[src/rtl/prp_pkg.sv]
`timescale 1ns/1ps
package prp_pkg;

  typedef enum logic {
    LANE_TOP = 1'b0,
    LANE_BOT = 1'b1
  } lane_e;

  function automatic int cnt_width(input int lat);
    return (lat < 1) ? 1 : $clog2(lat + 1);
  endfunction

  function automatic lane_e other_lane(input lane_e l);
    return (l == LANE_TOP) ? LANE_BOT : LANE_TOP;
  endfunction

endpackage

[src/rtl/prp_lane.sv]
`timescale 1ns/1ps
// One lane: a data register captured unconditionally on take, an occupancy
// flag, and an acknowledge countdown that blocks the next capture.
module prp_lane #(
  parameter int DATA_W  = 32,
  parameter int ACK_LAT = 2
) (
  input  logic              clk,
  input  logic              rst,
  input  logic              take,
  input  logic              drain,
  input  logic [DATA_W-1:0] din,
  output logic [DATA_W-1:0] dout,
  output logic              full,
  output logic              idle
);
  localparam int CW = prp_pkg::cnt_width(ACK_LAT);

  logic [CW-1:0] ack_cnt;

  // data register: no reset so it maps onto plain fabric registers
  always_ff @(posedge clk) begin
    if (take) dout <= din;
  end

  always_ff @(posedge clk) begin
    if (rst) begin
      full    <= 1'b0;
      ack_cnt <= '0;
    end else begin
      if (take)       full <= 1'b1;
      else if (drain) full <= 1'b0;

      if (take)                 ack_cnt <= CW'(ACK_LAT);
      else if (ack_cnt != '0)   ack_cnt <= ack_cnt - 1'b1;
    end
  end

  assign idle = !full && (ack_cnt == '0);

endmodule

[src/rtl/prp_token.sv]
`timescale 1ns/1ps
// Turn token: names the lane whose turn it is; passes on every advance.
module prp_token #(
  parameter int LANES = 2
) (
  input  logic          clk,
  input  logic          rst,
  input  logic          adv,
  output prp_pkg::lane_e sel
);
  generate
    if (LANES > 1) begin : g_turn
      always_ff @(posedge clk) begin
        if (rst)      sel <= prp_pkg::LANE_TOP;
        else if (adv) sel <= prp_pkg::other_lane(sel);
      end
    end else begin : g_fixed
      assign sel = prp_pkg::LANE_TOP;
    end
  endgenerate
endmodule

[src/rtl/prp_outmux.sv]
`timescale 1ns/1ps
// Shared output bus: only the lane holding the read token drives it.
module prp_outmux #(
  parameter int DATA_W = 32
) (
  input  prp_pkg::lane_e     sel,
  input  logic [DATA_W-1:0] d_top,
  input  logic [DATA_W-1:0] d_bot,
  input  logic               full_top,
  input  logic               full_bot,
  output logic               valid,
  output logic [DATA_W-1:0] data
);
  always_comb begin
    if (sel == prp_pkg::LANE_BOT) begin
      valid = full_bot;
      data  = d_bot;
    end else begin
      valid = full_top;
      data  = d_top;
    end
  end
endmodule

[src/rtl/pingpong_repeater.sv]
`timescale 1ns/1ps
module pingpong_repeater #(
  parameter int DATA_W  = 32,
  parameter int ACK_LAT = 2,
  parameter bit DUAL    = 1'b1
) (
  input  logic              clk,
  input  logic              rst,
  input  logic              in_valid,
  output logic              in_ready,
  input  logic [DATA_W-1:0] in_data,
  output logic              out_valid,
  input  logic              out_ready,
  output logic [DATA_W-1:0] out_data
);
  import prp_pkg::*;

  localparam int LANES = DUAL ? 2 : 1;

  lane_e             wr_sel;
  lane_e             rd_sel;
  logic [1:0]        lane_full;
  logic [1:0]        lane_idle;
  logic [1:0]        lane_take;
  logic [1:0]        lane_drain;
  logic [DATA_W-1:0] lane_q [2];
  logic              accept;
  logic              emit;

  assign in_ready = lane_idle[wr_sel];
  assign accept   = in_valid && in_ready;
  assign emit     = out_valid && out_ready;

  generate
    for (genvar g = 0; g < 2; g++) begin : g_lane
      assign lane_take[g]  = accept && (wr_sel == lane_e'(1'(g)));
      assign lane_drain[g] = emit   && (rd_sel == lane_e'(1'(g)));
      if (g < LANES) begin : g_live
        prp_lane #(
          .DATA_W (DATA_W),
          .ACK_LAT(ACK_LAT)
        ) u_lane (
          .clk  (clk),
          .rst  (rst),
          .take (lane_take[g]),
          .drain(lane_drain[g]),
          .din  (in_data),
          .dout (lane_q[g]),
          .full (lane_full[g]),
          .idle (lane_idle[g])
        );
      end else begin : g_absent
        assign lane_q[g]    = '0;
        assign lane_full[g] = 1'b0;
        assign lane_idle[g] = 1'b0;
      end
    end
  endgenerate

  prp_token #(.LANES(LANES)) u_wr_tok (
    .clk(clk), .rst(rst), .adv(accept), .sel(wr_sel)
  );

  prp_token #(.LANES(LANES)) u_rd_tok (
    .clk(clk), .rst(rst), .adv(emit), .sel(rd_sel)
  );

  prp_outmux #(.DATA_W(DATA_W)) u_mux (
    .sel     (rd_sel),
    .d_top   (lane_q[0]),
    .d_bot   (lane_q[1]),
    .full_top(lane_full[0]),
    .full_bot(lane_full[1]),
    .valid   (out_valid),
    .data    (out_data)
  );

endmodule

[config.mk]
export PLATFORM = sky130hd
export DESIGN_NAME = pingpong_repeater
export DESIGN_NICKNAME = d
export VERILOG_FILES = /design/src/rtl/prp_pkg.sv /design/src/rtl/prp_lane.sv /design/src/rtl/prp_token.sv /design/src/rtl/prp_outmux.sv /design/src/rtl/pingpong_repeater.sv
export SDC_FILE = /design/constraint.sdc
export NUM_CORES = 1
export LEC_CHECK = 0
export ABC_AREA = 1
export CAP_MARGIN = 20
export CORE_ASPECT_RATIO = 1.2
export CORE_UTILIZATION = 25
export CTS_CLUSTER_SIZE = 14
export DETAILED_ROUTE_END_ITERATION = 16
export PLACE_DENSITY = 0.47
export REMOVE_ABC_BUFFERS = 1
export SLEW_MARGIN = 10
export SYNTH_ARGS = -nofsm -noshare
export SYNTH_HDL_FRONTEND = slang
export SYNTH_SLANG_ARGS = --single-unit
[constraint.sdc]
create_clock -name clk -period 2.2 [get_ports clk]
set_input_delay 0.44 -clock clk [delete_from_list [all_inputs] [get_ports clk]]
set_output_delay 0.44 -clock clk [all_outputs]
set_load 0.02 [all_outputs]
---- Yosys cells after proc, flatten, opt, wreduce, memory -nomap -nowiden ----
Index checks and enable logic that the tools add are counted.
cells by class
  add/subtract/negate cells ............... 2
  magnitude comparators ................... 1
  muxes and demuxes ....................... 14
  bitwise gates (word level) .............. 2
  reductions and logical operators ........ 20
operators by type and width
  cell                                                 number
  two-way mux 32 bit                                   1
  nonzero test 2 bit                                   6
  two-way mux 1 bit                                    9
  logical AND 1 bit                                    8
  two-way mux 2 bit                                    4
  zero test 2 bit                                      2
  OR reduction 2 bit                                   2
  subtractor 2 x 1 -> 2 bit (second input constant)    2
  zero test 1 bit                                      2
  < comparator 1 x 2 -> 1 bit (second input constant)  1
  NOT 1 bit                                            2
storage, ports and cells
  bits in registers ....................... 72
  bits of input ports ..................... 36
  logic and storage cells ................. 49

---- Longest topological paths before layout ----
  word-level depth ........................ 7
  mapped depth ............................ 7
  gate-level depth less buffers ........... 7

---- By module ----
A second synthesis with hierarchy kept.
unflattened totals
  cells, all modules ...................... 227
  area total of the unflattened synthesis .. 2,768.9 sq um
by module, submodules not included
  module             times used  cells each  area each (sq um)  seq. area each (sq um)
  prp_lane           2           46          1,068.5            1,021.0
  prp_outmux         1           107         479.2              0.0
  prp_token          2           6           38.8               20.0
  pingpong_repeater  1           16          75.1               0.0

---- Worst setup path before layout ----
Ideal clock, no wire load.
  path type ............................... register -> register
  from .................................... register u_wr_tok.sel
  to ...................................... register g_lane[1].g_live.u_lane.dout[0], enable pin
  data arrival time ....................... 1.471 ns
  data required time ...................... 1.813 ns
  setup slack ............................. 0.342 ns
  stages on the path, launching flop included .. 7
  path buffers ............................ 0
  clock period less this slack ............ 1.858 ns
  cells stage by stage .................... dfxtp_1 -> inv_1 -> nor2_1 -> nand2_1 -> nand2_2 -> nand3_1 -> inv_1
between the ends
  cells in the longest elaborated chain, start to end .. 4
RTL lines
  what                                                  line                     source
  from (decl)                                           prp_token.sv:9           output prp_pkg::lane_e sel
  from (signal assigned)                                prp_token.sv:14          if (rst) sel <= prp_pkg::LANE_TOP;
  from (signal assigned)                                prp_token.sv:15          else if (adv) sel <= prp_pkg::other_lane(sel);
  two-way mux 1 bit (implied by the code) (2 in a row)  pingpong_repeater.sv:30  assign in_ready = lane_idle[wr_sel];
  named net in_ready                                    pingpong_repeater.sv:10  output logic in_ready,
  logical AND 1 bit                                     pingpong_repeater.sv:31  assign accept = in_valid && in_ready;
  logical AND 1 bit                                     pingpong_repeater.sv:36  assign lane_take[g] = accept && (wr_sel == lane_e'(1'(g)));
  named net g_lane[1].g_live.u_lane.take                prp_lane.sv:10           input logic take,
  to (signal assigned)                                  prp_lane.sv:23           if (take) dout <= din;
  to (decl)                                             prp_lane.sv:13           output logic [DATA_W-1:0] dout,
The timed path passes the listed nets, and every way through them passes these cells. The select of a mux whose other input is x is not followed.
A chain may end at the register's enable or synchronous reset.

---- Worst setup path in the final report ----
  from .................................... register u_rd_tok.sel
  to ...................................... output out_data[10]
between the ends
  cells in the longest elaborated chain, start to end .. 1
RTL lines
  what                    line                     source
  from (decl)             prp_token.sv:9
  from (signal assigned)  prp_token.sv:14
  from (signal assigned)  prp_token.sv:15
  two-way mux 32 bit      prp_outmux.sv:15         if (sel == prp_pkg::LANE_BOT) begin
  to (decl)               pingpong_repeater.sv:14  output logic [DATA_W-1:0] out_data
No other way between the ends.

==> summary.md <==
| Metric | Value |
|---|---|
| Status | complete, no violations |
| First-pass GRT wire length | 8.09 mm |
| End-of-flow core utilization | 37.8% |
| Resized Gates After CTS | 2 |
| DP HPWL | 3.56 mm |
| Rel. slew slack | 79.4% |
| WL final | 5.27 mm |
| Adder-cell area share of the yosys netlist | 0% |
| Layout cells sized above 1 | 8.39% |
| # IOs | 70 |
| Layout area overhead | 45.2% |
| Max H-tree Level | 3 |
| Yosys cell types | 13 |
| Post-synthesis sequential area ratio | 79.2% |
| Initial core utilization | 26.0% |
| GRT overflow | 0 |
| Post-Synth Simple-Gate Area | 17.5% |
| Initial antenna violation count | 0 |
| Num rows | 40 |
| Netlist Area Pre-Place | 0.00263 sq mm |
| Most common cell after layout, fill and taps aside | nand2_1 |
| Max-cap viol count | 0 |
| Core area | 0.0101 sq mm |
| Crit path required time | 1.76 ns |
| Most used cell, CP | nand2_1 |
| Switching pwr | 1.01 mW |
| XOR/XNOR Fraction of Synth Area | 0% |
| Initial DRC count | 85 |
| Flop pwr share | 44.1% |
| Combinational share of power | 21.6% |
| CP max stage cell | clkdlybuf4s50_1 |
| Cell taking the most area after synthesis | edfxtp_1 |
| N_diodes | 0 |
| Wire per inst | 12.4 microns |
| Largest net degree at the start of global routing | 22 |
| Largest family of logic cells by synthesized area | simple AND/OR/NAND/NOR gates |
| Mux cell area share after synthesis | 0% |
| Top cell type's share of synthesized area | 73.1% |
| Crit-path max cell delay | 0.61 ns |
| Clk slew on worst S/H paths | 0.05 ns |
| Most frequent cells in the layout | nand2_1, edfxtp_1, clkdlybuf4s50_1 |
| Highest clock rate | 472 MHz |
| P_leak | 1.55 nW |
| Postcts setup bufs | 0 |
| # nets final | 330 |
| Gpl congestion | 0.775 |
| Power per cell area | 1020 mW/mm^2 |
| CP Launch Type | flop |
| Slew Limit Fails | 0 |
| Final Hold Vio Count | 0 |
| Setup violators final | 0 |
| Worst Tran Pin Value | 0.309 ns |
| Int Power | 2.91 mW |
| Die extent in x | 95.6 microns |
| Syn Area/Cell | 12.4 sq um |
| Mapped Cells | 212 |
| CP Class | flop to output pin |
| CTS sink count | 72 |
| Reg area | 0.00208 sq mm |
| Final period utilization | 96.2% |
| Unrepaired setup endpoints after global routing | no |
| Yosys warning count | 0 |
| Antenna viol nets, final | 0 |
| TritonCTS clock tree | done |
| CP Capture Type | output pin |
| Filler Cell Count | 1000 |
| Worst Path Arrival | 1.68 ns |
| Buffers on Ports | 69 |
| Vias in the first global route | 1592 |
| Final instance area | 0.00382 sq mm |
| Vias | 1689 |
| Clock Path Buffers | 2 |
| CTS Buf Count | 9 |
| Type of the worst min-delay path | flop to flop |
| Max IR drop VDD | 412 uV |
| Max Fanout on Critical Path | 19 |
| Multi-input logic area | 494 sq um |
| Compound-Gate Fraction of Synth Area | 1.33% |
| Setup TNS | 0 ns |
| Synth area leaders | edfxtp_1, nand2_1, dfxtp_1 |
| Worst skew pair latency | 0.32 ns |
| Via-per-instance ratio | 3.98 |
| CTS root buf | clkbuf_16 |
| Total die area | 0.0109 sq mm |
| Hold Buf Count CTS | 0 |
| Placed Area | 0.00352 sq mm |
| All-Layer GR Usage | 10.3% |
| Tmin final | 2.12 ns |
| Die extent in y | 114 microns |
| Clock power frac | 34.4% |
| DRT Pass-1 Iters | 4 |
| Setup Skew | 0.00467 ns |
| Switching Share | 25.7% |
| Synth Register Bits | 72 |
| Cell Chain, Critical Path | inv_1 > buf_6 > nand2_1 > nand2_1 > clkdlybuf4s50_1 |
| Remaining DRCs | 0 |
-- power groups by stage --
stage / combinational, mW / sequential [mW] / clock (mW)
6_report: 0.845 / 1.72 / 1.34
4_1_cts: 0.875 / 1.72 / 1.39
2_1_floorplan: 0.403 / 1.76 / 0
5_1_grt: 0.923 / 1.74 / 1.44
3_3_place_gp: 0.874 / 1.75 / 0
3_5_place_dp: 0.873 / 1.75 / 0
-- kinds of logic (layout without fill, tap and decap cells) --
group,after synthesis,in the layout
simple gates,120,120
buf+inv,13,99
flops,72,72
compound gates,7,7
-- stage by stage --
step / power, mW / hold WS [ns] / setup slack, ns / cells
global placement: 2.62 / 0.422 / 0.341 / 409
global route: 4.11 / 0.469 / 0.000697 / 424
detailed placement: 2.62 / 0.430 / 0.325 / 409
finish: 3.91 / 0.436 / 0.0827 / 424
floorplan: 2.16 / 0.412 / 0.0738 / 205
CTS: 3.99 / 0.437 / 0.0312 / 424
-- critical path: cells and delay by family, from the launching register on --
family,cells,cell delay (ns)
buf+inv,3,0.89
simple gates,2,0.15
flops,1,0.33
-- flip-flops by register name, indices dropped and copies added, names as in the netlist --
name and cells:
g_lane.g_live.u_lane.ack_cnt 4, g_lane.g_live.u_lane.dout 64, g_lane.g_live.u_lane.full 2, u_rd_tok.sel 1
u_wr_tok.sel 1
-- metal layers --
metal	vias to the layer above	GRT usage [%]	share of wire [%]
met4	0	5.97	2.3
met3	11	2.86	6.6
met2	48	16.3	49
li1	867	-	-
met5	-	0	0
met1	763	12.4	42
-- cell type report --
type	instances	share of cell area (%)
Clock buffer	10	6.00
Clock inverter	5	1.28
Inverter	6	0.590
Multi-Input combinational cell	127	12.9
Sequential cell	72	54.6
Tap cell	126	4.13
Timing Repair Buffer	78	20.5
-- worst paths after layout --
check / startpoint / end / slack [ns] / cells past startpoint
worst min register to register: g_lane[0].g_live.u_lane.ack_cnt[0] / g_lane[0].g_live.u_lane.ack_cnt[0] / 0.44 / 1
worst max-delay path: u_rd_tok.sel / out_data[10] / 0.08 / 5
worst max register to register: u_wr_tok.sel / g_lane[1].g_live.u_lane.dout[26] / 0.65 / 7
worst min-delay path: g_lane[0].g_live.u_lane.ack_cnt[0] / g_lane[0].g_live.u_lane.ack_cnt[0] / 0.44 / 1
-- cell usage after synthesis, drive strengths merged --
master,n
or2,1
a21oi,6
buf,6
nand3,3
edfxtp,64
o21ai,1
nor2,7
nand2,109
dfxtp,8
clkbuf,1
inv,6
No activity file was read; power rests on OpenSTA's default activity.
